File: config.mk
export PLATFORM = sky130hd
export DESIGN_NAME = an_resolver
export DESIGN_NICKNAME = d
export VERILOG_FILES = /design/src/rtl/an_resolver.sv
export SDC_FILE = /design/constraint.sdc
export NUM_CORES = 1
export LEC_CHECK = 0
export ABC_CLOCK_PERIOD_IN_PS = 5000
export BUFFER_PORTS_ARGS = -buffer_cell sky130_fd_sc_hd__buf_2
export CORE_ASPECT_RATIO = 0.6
export CORE_MARGIN = 3
export CORE_UTILIZATION = 28
export CTS_CLUSTER_SIZE = 25
export DETAILED_ROUTE_END_ITERATION = 12
export PLACE_DENSITY = 0.52
export SKIP_LAST_GASP = 1
export SLEW_MARGIN = 20
export SYNTH_ARGS = -nofsm -noshare
export SYNTH_HDL_FRONTEND = slang
export SYNTH_SLANG_ARGS = --single-unit
File: constraint.sdc
create_clock -name clk -period 5 [get_ports clk]
set_input_delay 0.75 -clock clk [delete_from_list [all_inputs] [get_ports clk]]
set_output_delay 0.75 -clock clk [all_outputs]
set_load 0.02 [all_outputs]
File: src/rtl/an_resolver.sv
module an_resolver #(
  parameter int ADDR_W       = 3,
  parameter int BREAK_CYCLES = 37500000
) (
  input  logic              clk,
  input  logic              rst_n,
  input  logic              strap_an_en,
  input  logic              mgmt_we,
  input  logic [ADDR_W-1:0] mgmt_addr,
  input  logic [15:0]       mgmt_wdata,
  output logic [15:0]       mgmt_rdata,
  input  logic [15:0]       lp_page,
  input  logic              lp_page_valid,
  input  logic              link10_good,
  input  logic              link100_good,
  output logic              speed100,
  output logic              full_duplex,
  output logic              an_complete,
  output logic              link_hold
);
  localparam int CNT_W = $clog2(BREAK_CYCLES + 1);
  localparam logic [ADDR_W-1:0] A_CTL = ADDR_W'(0);
  localparam logic [ADDR_W-1:0] A_STS = ADDR_W'(1);
  localparam logic [ADDR_W-1:0] A_ADV = ADDR_W'(2);
  localparam logic [ADDR_W-1:0] A_LP  = ADDR_W'(3);
  localparam logic [ADDR_W-1:0] A_EXP = ADDR_W'(4);
  localparam logic [ADDR_W-1:0] A_PHY = ADDR_W'(5);

  typedef enum logic [1:0] {S_FORCED, S_BREAK, S_NEG, S_DONE} st_t;

  st_t              st;
  logic [CNT_W-1:0] cnt;
  logic             ctl_speed, ctl_an, ctl_dup;
  logic [3:0]       adv;
  logic [15:0]      lp_reg;
  logic             lp_able, pd_fault;
  logic             res_spd, res_dup;
  logic [3:0]       common;
  logic             ctl_wr, lost;

  wire unused_wd = ^{mgmt_wdata[15:14], mgmt_wdata[11:10], mgmt_wdata[4:0]};

  assign ctl_wr = mgmt_we && mgmt_addr == A_CTL;
  assign common = adv & lp_page[8:5];
  assign lost   = res_spd ? !link100_good : !link10_good;

  always_ff @(posedge clk) begin
    if (!rst_n) begin
      st        <= strap_an_en ? S_NEG : S_FORCED;
      cnt       <= '0;
      ctl_speed <= 1'b0;
      ctl_an    <= strap_an_en;
      ctl_dup   <= 1'b0;
      adv       <= 4'hF;
      lp_reg    <= '0;
      lp_able   <= 1'b0;
      pd_fault  <= 1'b0;
      res_spd   <= 1'b0;
      res_dup   <= 1'b0;
    end else begin
      if (mgmt_we && mgmt_addr == A_ADV) adv <= mgmt_wdata[8:5];
      if (ctl_wr) begin
        ctl_speed <= mgmt_wdata[13];
        ctl_an    <= mgmt_wdata[12];
        ctl_dup   <= mgmt_wdata[8];
      end
      if (ctl_wr && !mgmt_wdata[12]) begin
        st      <= S_FORCED;
        res_spd <= 1'b0;
        res_dup <= 1'b0;
      end else if ((ctl_wr && (!ctl_an || mgmt_wdata[9])) || (st == S_DONE && lost)) begin
        st       <= S_BREAK;
        cnt      <= '0;
        lp_reg   <= '0;
        lp_able  <= 1'b0;
        pd_fault <= 1'b0;
        res_spd  <= 1'b0;
        res_dup  <= 1'b0;
      end else begin
        case (st)
          S_BREAK: begin
            if (cnt == CNT_W'(BREAK_CYCLES - 1)) st <= S_NEG;
            else cnt <= cnt + 1'b1;
          end
          S_NEG: begin
            if (lp_page_valid) begin
              lp_reg  <= lp_page;
              lp_able <= 1'b1;
              if (common != 4'd0) begin
                st      <= S_DONE;
                res_spd <= common[3] | common[2];
                res_dup <= common[3] | (!common[2] & common[1]);
              end
            end else if (link10_good ^ link100_good) begin
              st      <= S_DONE;
              lp_reg  <= link100_good ? 16'h0081 : 16'h0021;
              lp_able <= 1'b0;
              res_spd <= link100_good;
              res_dup <= 1'b0;
            end else if (link10_good && link100_good) begin
              pd_fault <= 1'b1;
            end
          end
          default: ;
        endcase
      end
    end
  end

  logic valid_md;
  assign an_complete = st == S_DONE;
  assign link_hold   = st == S_BREAK;
  assign speed100    = ctl_an ? res_spd : ctl_speed;
  assign full_duplex = ctl_an ? res_dup : ctl_dup;
  assign valid_md    = an_complete || !ctl_an;

  always_comb begin
    case (mgmt_addr)
      A_CTL:   mgmt_rdata = {2'b00, ctl_speed, ctl_an, 3'b000, ctl_dup, 8'h00};
      A_STS:   mgmt_rdata = {1'b0, 4'hF, 5'b00000, an_complete, 1'b0, 1'b1,
                             link10_good | link100_good, 2'b00};
      A_ADV:   mgmt_rdata = {7'b0000000, adv, 5'b00001};
      A_LP:    mgmt_rdata = lp_reg;
      A_EXP:   mgmt_rdata = {11'h000, pd_fault, 3'b000, lp_able};
      A_PHY:   mgmt_rdata = {11'h000, an_complete, 1'b0, valid_md & full_duplex,
                             valid_md & speed100, 1'b0};
      default: mgmt_rdata = 16'h0000;
    endcase
  end
endmodule

# After elaboration in Yosys (flattened, before gate mapping)
# Index checks and enable logic that the tools add are counted.
[classes] n_addsub=1 eq_ne=18 muxes=37 n_bitwise=10 n_reduce_logical=27
[ops] cell="16-bit case mux with 6 select lines" count=1
[ops] cell="26-bit two-way mux" count=3
[ops] cell="16-bit two-way mux" count=4
[ops] cell="26-bit by 1-bit adder with 26-bit output, second input constant" count=1
[ops] cell="26-bit == test, second input constant" count=1
[ops] cell="1-bit two-way mux" count=19
[ops] cell="2-bit two-way mux" count=8
[ops] cell="6-bit != test, second input constant" count=2
[ops] cell="3-bit AND reduction" count=3
[ops] cell="8-bit two-way mux" count=1
[ops] cell="2-bit nonzero test" count=4
[ops] cell="3-bit by 2-bit == test with 1-bit output, second input constant" count=2
[ops] cell="3-bit == test, second input constant" count=2
[ops] cell="1-bit logical AND" count=6
[ops] cell="2-bit by 1-bit != test with 1-bit output, second input constant" count=3
[ops] cell="1-bit zero test" count=5
[ops] cell="5-bit by 1-bit != test with 1-bit output, second input constant" count=1
[ops] cell="5-bit by 2-bit != test with 1-bit output, second input constant" count=1
[ops] cell="5-bit AND reduction" count=1
[ops] cell="4-bit bitwise AND" count=1
[ops] cell="2-bit == test, second input constant" count=2
[ops] cell="2-bit != test, second input constant" count=2
[ops] cell="2-bit case mux with 2 select lines" count=1
[ops] cell="4-bit AND reduction" count=1
[ops] cell="other kinds (11)" count=18
[totals] ff_bits=55 in_bits=42 output_inout_bits=20 wordCells=104

# Logic depth before layout (Yosys ltp)
# Gate-level depths: netlist of the first run.
[logic_depth] word_depth=8 ltp_mapped=9 mapped_depth_nobuf=7

# Least setup slack after synthesis of the first run
# OpenSTA, ideal clock, no wires.
[synth_timing] kind="input to output" from="input port mgmt_addr[0]" to="output port mgmt_rdata[13]" arrival_time_ns=1.763 required_time_ns=4.250 setup_slack_ns=2.487 path_stages=4 n_path_buf=2 cell_sequence="clkbuf_1 -> clkbuf_1 -> o21ai_0 -> a21oi_1"
[synth_between] elab_chain_len=2 word_cells_on_any_way=7 classes_between="eq/ne: 5; mux: 1; reduce/logical: 1"
[synth_lines] element="start, declared" line="9" rtl="input logic [ADDR_W-1:0] mgmt_addr,"
[synth_lines] element="3-bit == test, or another cell as far along" line="118" rtl="case (mgmt_addr)"
[synth_lines] element="16-bit case mux with 6 select lines (*)" line="118"
[synth_lines] element="end, declared" line="11" rtl="output logic [15:0] mgmt_rdata,"
# Mark *: on every way between the ends. The rest lies on a longest branch, timed or not.

# Worst setup path in the final report of the first run
[layout_timing] from="input port mgmt_addr[0]" to="register cnt[19]"
[layout_between] elab_chain_len=6 word_cells_on_any_way=10 classes_between="eq/ne: 1; mux: 1; bitwise: 1; reduce/logical: 7"
[layout_lines] element="3-bit zero test (*)" line="43" rtl="assign ctl_wr = mgmt_we && mgmt_addr == A_CTL;"
[layout_lines] element="1-bit logical AND (*)" line="43"
[layout_lines] element="1-bit logical AND" line="71" rtl="end else if ((ctl_wr && (!ctl_an || mgmt_wdata[9])) || (st == S_DONE && lost)) begin"
[layout_lines] element="1-bit logical OR" line="71"
[layout_lines] element="2-bit != test (no line) or 2-bit nonzero test (tied branches)"
[layout_lines] element="3-bit AND reduction (no line)"
[layout_lines] element="end signal, assigned" line="83" rtl="else cnt <= cnt + 1'b1;"
[layout_lines] element="end, declared" line="32" rtl="logic [CNT_W-1:0] cnt;"
# Marks and branches as above.
# A chain may end at the register's enable or synchronous reset.

==> results.toml, run 1 <==
[global_routing]
grt_use_met3_pct = 2.922
groute.layer.met2.usage_pct = 18.71
grt_antenna_before_repair = 0
grt.met1_usage_pct = 26.04
grt_first_pass_wirelength_mm = 14.72
first_global_vias = 2645
grt-busiest-layer = "met1"
overflow = 0
grt_start_max_net_pins = 27
track_usage_pct = 15.30

[floorplan]
core-area_um2 = 10160
die-area_um2 = 12080
fp.dieH_um = 86.34
initial_core_util_pct = 29.64
placementRows = 28
io_pins = 62
fp.dieW_um = 139.9

[final_layout]
finish.net_count = 451
n_antenna_cell = 0
area_growth_syn_to_layout_pct = 17.16
final_core_utilization_pct = 34.73
fin_cells = 542
number_of_flip_flops_under_the_largest_register_name = 26
ff_latch_area_um2 = 1131
multi_input_comb_area_um2 = 1728
drive_above_1_share_pct = 19.66
number_of_fill_cells = 1066
design_area_um2 = 3528

[synth]
count_of_flip_flops_with_a_built_in_enable_after_synthesis = 3
async_flop_share_pct = 0
area_fraction_of_the_dominant_cell_type_after_synthesis_pct = 34.57
synth.lib_cells_used.distinct = 53
syn_area_um2 = 3012
syn_avg_cell_area_um2 = 8.274
syn-instance-count = 364
synthesis.yosys.warnings = 0
ys.flop_type = "dfxtp_1"
synth_nets = 409
synth_area_leader_cell = "dfxtp_1"
netlist_top_cells_count = "52 x dfxtp_1, 42 x nand2_1, 36 x nor2_1, 22 x a21oi_1, 20 x a31oi_1"
synth.ff_latch_count = 55
synthTopCellsByArea = "dfxtp_1 35%, nand2_1 5.2%, nor2_1 4.5%"
synth_most_common_cell = "dfxtp_1"
synth_seq_area_share_pct = 37.56

[routing]
drt_pass1_iterations = 5
avgRoutedWirePerCell_um = 16.98
detailroute.via_count = 2960
route.detailed.drc = 0
vias_per_cell = 5.461
drtIter0Drc = 276
postRouteWirelength_mm = 9.201
route.antenna.remaining_nets = 0

[worst_setup_path]
worstPathMaxFanout = 23
critical_path_class = "in -> reg"
start_kind = "primary input"
timing.critical_path.slowest_cell_delay_ns = 0.70
worst_ep_arrival_time_ns = 2.99
endpoint_kind = "register"
critical_path_required_ns = 5.19
critical_path.cell_chain = "buf_2 > or4b_1 > o22ai_4 > nor2_1 > and3_1 > a221o_1"
worstSetupStartpoint = "mgmt_addr[0]"
critPathSlowestCell = "or4b_1"
critical_path.reg2reg.startpoint = "cnt[14]$_SDFFE_PN0P_"

[clocking]
sinks_on_clock_net = 55
cts-buffers-inserted = 5
postCtsHoldBufs = 0
deepest_clock_path_buffer_count = 2
post_cts_setup_inserts = 0
cts_tree = "built"
cts_root_buf = "clkbuf_16"
worstSkewPairLatency_ns = 0.30
cts.clk_slew.worst_paths_ns = 0.08
h-tree-depth = 2
cts-resized-gates = 0

[pwr]
p_per_area_nw_per_um2 = 302.0
max-vdd-ir-drop_mv = 0.1870
power.static_leakage_nw = 1.365

[place]
gpl.final_weighted_congestion = 0.8108
dp_cells = 534
postPlaceCellArea_um2 = 3359
place_hpwl_mm = 6.839
numPortBuffers = 52

[sta]
grt_setup_unrepaired = "false"
min_period_ns = 2.804
period_share_pct = 56.07
setup_violations = 0
max-slew-margin-rel_pct = 34.47
max_slew.worst_pin.slew_ns = 0.9793
report.final.hold_viol_count = 0
finalClockSkew_ns = 0.007721
fin_worst_hold_slack_ns = 0.4610
finalMaxSlewViolations = 0
setup_tns_ns = 0
fmaxAchievable_mhz = 356.7

[job]
max_cap_viol_count = 0

[outcome]
outcome = "complete, no violations"

[min_path]
hp-start = "lp_reg[0]$_SDFFE_PN0P_"
min_path_type = "reg -> reg"
-- worst max-delay path: cells and delay by family --
kind	cells	cell delay [ns]
and+or+nand+nor	3	1.34
buffers and inverters	1	0.24
AOI/OAI and AO/OA	2	0.65
-- layer usage --
layer / vias up / wire (µm)
met1: 1413 / 5109
met2: 85 / 3312
li1: 1454 / -
met4: 0 / 87
met3: 8 / 691
met5: - / 0
-- path summary, 6_finish.rpt --
path	endpoint	slack, ns	depth (start not counted)
max	cnt[19]$_SDFFE_PN0P_	2.20	6
min	lp_reg[0]$_SDFFE_PN0P_	0.46	2
max reg2reg	cnt[22]$_SDFFE_PN0P_	2.33	5
min reg2reg	lp_reg[0]$_SDFFE_PN0P_	0.46	2
-- cells by family (layout without fill, tap and decap cells) --
group / count (synthesis) / count (layout) / synth area share [%]
AO/OA/AOI/OAI: 101 / 101 / 23.22
adder cells (fa/ha/maj): 3 / 3 / 1.246
buffers and inverters: 33 / 76 / 5.276
flip-flops: 55 / 55 / 37.56
multiplexers: 14 / 14 / 4.778
AND/OR/NAND/NOR: 158 / 158 / 27.92
-- cell type report --
cell class	count	area share, %
Sequential cell	55	32.06
Multi-Input combinational cell	276	48.97
Inverter	13	1.383
Clock inverter	3	1.241
Clock buffer	5	3.546
Timing Repair Buffer	55	8.014
Tap cell	135	4.787
-- metrics by stage --
stage / total power, W / setup WS (ns)
finish: 0.001066 / 2.196
floorplan: 0.0006057 / 2.487
CTS: 0.001073 / 2.213
global placement: 0.0006644 / 1.913
detailed placement: 0.0006666 / 1.904
global route: 0.001114 / 2.051
-- cell usage in the layout (no fill, tap or decap), drive strengths merged, types with 2 or more instances in the layout --
| cell | netlist | routed |
|---|---|---|
| a2bb2oi | 4 | 4 |
| mux2 | 3 | 3 |
| a221o | 2 | 2 |
| inv | 12 | 12 |
| mux2i | 11 | 11 |
| a22oi | 16 | 16 |
| a41oi | 2 | 2 |
| edfxtp | 3 | 3 |
| clkbuf | 6 | 5 |
| nor3b | 2 | 2 |
| a21o | 2 | 2 |
| o31ai | 4 | 4 |
| a21oi | 22 | 22 |
| a31oi | 21 | 21 |
| buf | 14 | 55 |
| a21boi | 4 | 4 |
| nor4b | 3 | 3 |
| nand3b | 2 | 2 |
| nor4 | 3 | 3 |
| nor2b | 6 | 6 |
| nand3 | 11 | 11 |
| clkinv | 1 | 3 |
| ha | 3 | 3 |
| and4 | 8 | 8 |
| o21ai | 14 | 14 |
| a32o | 2 | 2 |
| or3 | 4 | 4 |
| and3 | 5 | 5 |
| dfxtp | 52 | 52 |
| nor2 | 37 | 37 |
| or4 | 5 | 5 |
| nor3 | 12 | 12 |
| nand4 | 9 | 9 |
| or2 | 2 | 2 |
| nand2b | 5 | 5 |
| nand2 | 42 | 42 |
-- where the power goes --
part	total, W	switching, W	internal, W
Sequential	0.000472	0.0000119	0.000460
Combinational	0.000186	0.000126	0.0000608
Clock	0.000407	0.000170	0.000237
Total	0.00107	0.000308	0.000758
Power figures use the tool's default switching activity.
==> run 2: changes to the inputs <==
--- a/config.mk
+++ b/config.mk
@@ -5,14 +5,14 @@
 export SDC_FILE = /design/constraint.sdc
 export NUM_CORES = 1
 export LEC_CHECK = 0
-export ABC_CLOCK_PERIOD_IN_PS = 5000
+export ABC_CLOCK_PERIOD_IN_PS = 2290
 export BUFFER_PORTS_ARGS = -buffer_cell sky130_fd_sc_hd__buf_2
 export CORE_ASPECT_RATIO = 0.6
 export CORE_MARGIN = 3
 export CORE_UTILIZATION = 28
 export CTS_CLUSTER_SIZE = 25
 export DETAILED_ROUTE_END_ITERATION = 12
-export PLACE_DENSITY = 0.52
+export PLACE_DENSITY = 0.54
 export SKIP_LAST_GASP = 1
 export SLEW_MARGIN = 20
 export SYNTH_ARGS = -nofsm -noshare
==> constraint.sdc (replaced) <==
create_clock -name clk -period 2.29 [get_ports clk]
set_input_delay 0.3435 -clock clk [delete_from_list [all_inputs] [get_ports clk]]
set_output_delay 0.3435 -clock clk [all_outputs]
set_load 0.02 [all_outputs]
==> run 2 against run 1 <==
  * Clock skew down 0.0024 ns
  * Sequential cell count did not move
  * Clock-buffer cell count grew 2
  * Combinational power is 140% higher
  * Hold slack got worse by 0.21 ns
  * Sequential share of layout area shrank 2.1 points
  * Die area did not move
  * Register-to-register slack worse by 2.3 ns
  * Final cell count up 5.9%
  * Wire length grew 1.2%
  * Sequential power increased by 120%
  * Critical path type is now reg -> reg
  * Largest power group unchanged
==> results.toml, run 2 (synthesized netlist as in run 1, its figures left out) <==
[routing]
postRouteWirelength_mm = 9.313
drt_pass1_iterations = 5
detailroute.via_count = 2994
avgRoutedWirePerCell_um = 16.22
drtIter0Drc = 266
route.antenna.remaining_nets = 0
vias_per_cell = 5.216
route.detailed.drc = 0

[place]
place_hpwl_mm = 7.173
postPlaceCellArea_um2 = 3612
gpl.final_weighted_congestion = 0.8617
numPortBuffers = 52
post_place_setup_slack_ns = 0.07703

[sta]
max_slew.worst_pin.slew_ns = 0.7959
setup_violations = 0
min_period_ns = 2.223
finalMaxSlewViolations = 0
fin_worst_hold_slack_ns = 0.2522
final_worst_setup_slack_ns = 0.06741
setup_tns_ns = 0
grt_setup_unrepaired = "false"
fmaxAchievable_mhz = 449.9
report.final.hold_viol_count = 0
period_share_pct = 97.06
finalClockSkew_ns = 0.005335
max-slew-margin-rel_pct = 46.93

[clocking]
cts.clk_slew.worst_paths_ns = 0.08
cts_root_buf = "clkbuf_16"
cts-buffers-inserted = 5
sinks_on_clock_net = 55
deepest_clock_path_buffer_count = 2
worstSkewPairLatency_ns = 0.30
h-tree-depth = 2
postCtsHoldBufs = 0
cts_tree = "built"

[floorplan]
die-area_um2 = 12080
io_pins = 62
fp.dieW_um = 139.9
placementRows = 28
fp.dieH_um = 86.34
initial_core_util_pct = 29.64
core-area_um2 = 10160

[worst_setup_path]
endpoint_kind = "register"
critical_path.endpoint = "cnt[6]$_SDFFE_PN0P_"
critical_path.reg2reg.startpoint = "cnt[25]$_SDFFE_PN0P_"
reg2reg_setup_slack_ns = 0.07
worstPathMaxFanout = 8
worstSetupStartpoint = "cnt[25]$_SDFFE_PN0P_"
critical_path_class = "reg -> reg"
critical_path_required_ns = 2.47
r2r-end = "cnt[6]$_SDFFE_PN0P_"
worst_ep_arrival_time_ns = 2.40
start_kind = "register"
worst-r2r-cell-count = 6

[pwr]
p_per_area_nw_per_um2 = 615.1
power.static_leakage_nw = 1.522
max-vdd-ir-drop_mv = 0.3088

[global_routing]
overflow = 0
track_usage_pct = 15.44
grt_start_max_net_pins = 26
grt_first_pass_wirelength_mm = 15.04
grt_antenna_before_repair = 0
first_global_vias = 2790

[job]
max_cap_viol_count = 0

[final_layout]
finish.net_count = 483
number_of_flip_flops_under_the_largest_register_name = 26
area_growth_syn_to_layout_pct = 25.47
drive_above_1_share_pct = 25.74
n_antenna_cell = 0
design_area_um2 = 3779
layout_common_cells = "52 x dfxtp_1, 52 x buf_2, 42 x nand2_1"

[min_path]
min_path_type = "in -> reg"
hp-start = "mgmt_wdata[6]"

[outcome]
outcome = "complete, no violations"
## run 2: worst max-delay path, stage by stage (launching register included)
cell and delay (ns):
dfxtp_1 0.35, nor3b_1 0.38, nand4_1 0.20, or4_1 0.67, buf_4 0.23, a41oi_1 0.21
a31oi_1 0.06
## run 2: layer usage
metal  track usage (%)  vias to the layer above  wire length, µm
met4             3.078                        0               57
li1                  -                     1508                -
met3             2.977                        5              516
met1             26.16                     1402             5297
met5                 0                        -                0
met2             19.23                       79             3441
## run 2: worst min-delay path by stage
stage | endpoint | cells after the start
final | adv[1]$_SDFFE_PN1P_ | 3
after global routing | adv[2]$_SDFFE_PN1P_ | 3
after CTS | adv[1]$_SDFFE_PN1P_ | 3
after detailed placement | lp_reg[0]$_SDFFE_PN0P_ | 2
after global placement | lp_reg[0]$_SDFFE_PN0P_ | 2
after floorplan | pd_fault$_SDFFE_PN0P_ | 2
## run 2: cell type report
type | count | area, µm²
Clock buffer | 7 | 152.6
Clock inverter | 1 | 7.507
Fill cell | 1057 | 6381
Inverter | 13 | 48.80
Multi-Input combinational cell | 276 | 1734
Sequential cell | 55 | 1131
Tap cell | 135 | 168.9
Timing Repair Buffer | 87 | 535.5
## run 2: metrics by stage
stage                     utilization [%]  power [W]  cells
after global placement              35.55   0.001496    566
after detailed placement            35.55   0.001502    566
after global routing                37.19   0.002426    574
after floorplan                         -   0.001323    364
final                               37.19   0.002324    574
after CTS                           37.13   0.002335    574
## run 2: what timing repair did
| item | in CTS | in global routing |
|---|---|---|
| resized for setup | 0 | 1 |
| endpoints found under the hold margin | 0 | 0 |
| endpoints found under the setup margin | 0 | 11 |
| buffers inserted | 0 | 0 |
## run 2: power by group
part,leakage [nW],total (W),switching (W),internal (W)
sequential,0.451,0.00103,0.0000252,0.00101
combinational,0.995,0.000455,0.000281,0.000174
clock,0.0761,0.000840,0.000373,0.000467
==> run 3: changes to the inputs <==
--- a/config.mk
+++ b/config.mk
@@ -9,10 +9,11 @@
 export BUFFER_PORTS_ARGS = -buffer_cell sky130_fd_sc_hd__buf_2
 export CORE_ASPECT_RATIO = 0.6
 export CORE_MARGIN = 3
-export CORE_UTILIZATION = 28
+export CORE_UTILIZATION = 25
 export CTS_CLUSTER_SIZE = 25
 export DETAILED_ROUTE_END_ITERATION = 12
-export PLACE_DENSITY = 0.54
+export GPL_TIMING_DRIVEN = 0
+export PLACE_DENSITY = 0.5
 export SKIP_LAST_GASP = 1
 export SLEW_MARGIN = 20
 export SYNTH_ARGS = -nofsm -noshare
==> run 3 against run 2 <==
  * Sequential cell count unchanged
  * Final area decreased by 2.6%
  * Combinational power decreased by 4%
  * Sequential share of layout area increased by 1.1 points
  * Clock skew increased by 0.0084 ns
  * Core utilization decreased by 5.3 points
  * Non-clock buffer count decreased by 15
  * Clock power decreased by 5.6%
  * Critical path depth unchanged
==> results.toml, run 3 (synthesized netlist as in run 1, its figures left out) <==
[final_layout]
final_core_utilization_pct = 31.93
most_common_cell_after_layout_fill_and_taps_aside = "buf_2"
finish.net_count = 468
number_of_flip_flops_under_the_largest_register_name = 26
drive_above_1_share_pct = 23.35
ff_latch_area_um2 = 1141
n_antenna_cell = 0
number_of_fill_cells = 1260
fin_cells = 584
layout_common_cells = "58 x buf_2, 46 x dfxtp_1, 42 x nand2_1"
multi_input_comb_area_um2 = 1759
area_growth_syn_to_layout_pct = 22.19

[floorplan]
core-area_um2 = 11520
placementRows = 30
fp.dieH_um = 91.02
io_pins = 62
die-area_um2 = 13440
fp.dieW_um = 147.7
initial_core_util_pct = 26.13

[sta]
fmaxAchievable_mhz = 451.8
max_slew.worst_pin.slew_ns = 0.9476
min_period_ns = 2.213
grt_setup_unrepaired = "true"
max-slew-margin-rel_pct = 36.69
finalMaxSlewViolations = 0
setup_violations = 0
report.final.hold_viol_count = 0
period_share_pct = 96.65
finalClockSkew_ns = 0.01378

[min_path]
min_path_type = "in -> reg"

[outcome]
outcome = "complete, no violations"

[place]
dp_cells = 573
gpl.final_weighted_congestion = 0.8893
numPortBuffers = 49
place_hpwl_mm = 7.738

[routing]
drtIter0Drc = 215
postRouteWirelength_mm = 10.01
route.antenna.remaining_nets = 0
vias_per_cell = 5.272
avgRoutedWirePerCell_um = 17.14
detailroute.via_count = 3079
drt_pass1_iterations = 5
route.detailed.drc = 0

[global_routing]
first_global_vias = 2785
grt_antenna_before_repair = 0
track_usage_pct = 14.71
grt_first_pass_wirelength_mm = 15.57
overflow = 0
grt_start_max_net_pins = 19

[job]
max_cap_viol_count = 0

[clocking]
worstSkewPairLatency_ns = 0.31
cts_root_buf = "clkbuf_16"
deepest_clock_path_buffer_count = 2
cts_tree = "built"
cts.clk_slew.worst_paths_ns = 0.08
postCtsHoldBufs = 0
cts-buffers-inserted = 5
h-tree-depth = 2
sinks_on_clock_net = 55

[pwr]
power.static_leakage_nw = 1.427
p_per_area_nw_per_um2 = 614.5
max-vdd-ir-drop_mv = 0.3483

[worst_setup_path]
critical_path_class = "reg -> reg"
endpoint_kind = "register"
worstPathMaxFanout = 6
start_kind = "register"
critical_path_required_ns = 2.31
worst_ep_arrival_time_ns = 2.23
[run 3: cell types whose count changed in the layout (fill, tap and decap cells not counted), moves of 5 or more]
cell      previous run  this run
buf_2               52        58
dfxtp_1             52        46
clkbuf_1             0         6
buf_4               34         6
dfxtp_2              0         5
[run 3: layout make-up]
cell class | count | share of cell area (%)
flip-flops and latches | 55 | 31.01
inverters | 13 | 1.326
plain buffers | 20 | 3.060
well taps | 160 | 5.440
multi-input cells | 276 | 47.81
clock inverters | 3 | 0.6800
clock buffers | 5 | 3.400
repair buffers | 52 | 7.276
[run 3: layer usage]
| metal | track usage [%] | vias up | part of all wire, % |
|---|---|---|---|
| li1 | - | 1483 | - |
| met1 | 25.24 | 1490 | 58 |
| met2 | 17.23 | 97 | 35 |
| met3 | 3.042 | 9 | 5.6 |
| met4 | 3.876 | 0 | 0.98 |
| met5 | 0 | - | 0 |
[run 3: worst paths after layout]
| check | from | to | slack (ns) | cells past startpoint |
|---|---|---|---|---|
| setup / recovery | cnt[17]$_SDFFE_PN0P_ | st[1]$_DFFE_PP_ | 0.08 | 6 |
| hold / removal | mgmt_wdata[6] | adv[1]$_SDFFE_PN1P_ | 0.25 | 3 |
| setup reg to reg | cnt[17]$_SDFFE_PN0P_ | st[1]$_DFFE_PP_ | 0.08 | 6 |
| hold reg to reg | lp_reg[0]$_SDFFE_PN0P_ | lp_reg[0]$_SDFFE_PN0P_ | 0.46 | 2 |
[run 3: report_power, final]
part | internal (W) | total, W | switching [W]
clock | 0.000410 | 0.000793 | 0.000383
sequential | 0.00100 | 0.00103 | 0.0000267
combinational | 0.000148 | 0.000437 | 0.000290
[run 3: per-stage QoR]
stage | cell area [µm²] | TNS, ns | setup slack (ns) | hold slack [ns] | power, W
after global routing | 3680 | -0.008708 | -0.004545 | 0.2416 | 0.002362
final | 3680 | 0 | 0.07660 | 0.2468 | 0.002261
after floorplan | 3012 | 0 | 0.2690 | 0.4266 | 0.001323
after global placement | 3457 | -1.736 | -0.1494 | 0.4462 | 0.001472
after detailed placement | 3457 | -2.136 | -0.1904 | 0.4509 | 0.001477
after CTS | 3620 | 0 | 0.05255 | 0.2415 | 0.002270
[run 3: worst max-delay path, stage by stage (launching register included)]
cell and delay [ns]:
dfxtp_4 0.37, nor4_4 0.31, nand4_1 0.21, or4_1 0.55
buf_4 0.17, mux2i_1 0.17, or2_4 0.16
[run 3: repair_timing]
item	CTS	global route
setup buffers	0	3
pin swaps	1	4
endpoints found under the setup margin	24	21
gates cloned	0	0
gates resized for setup	2	13
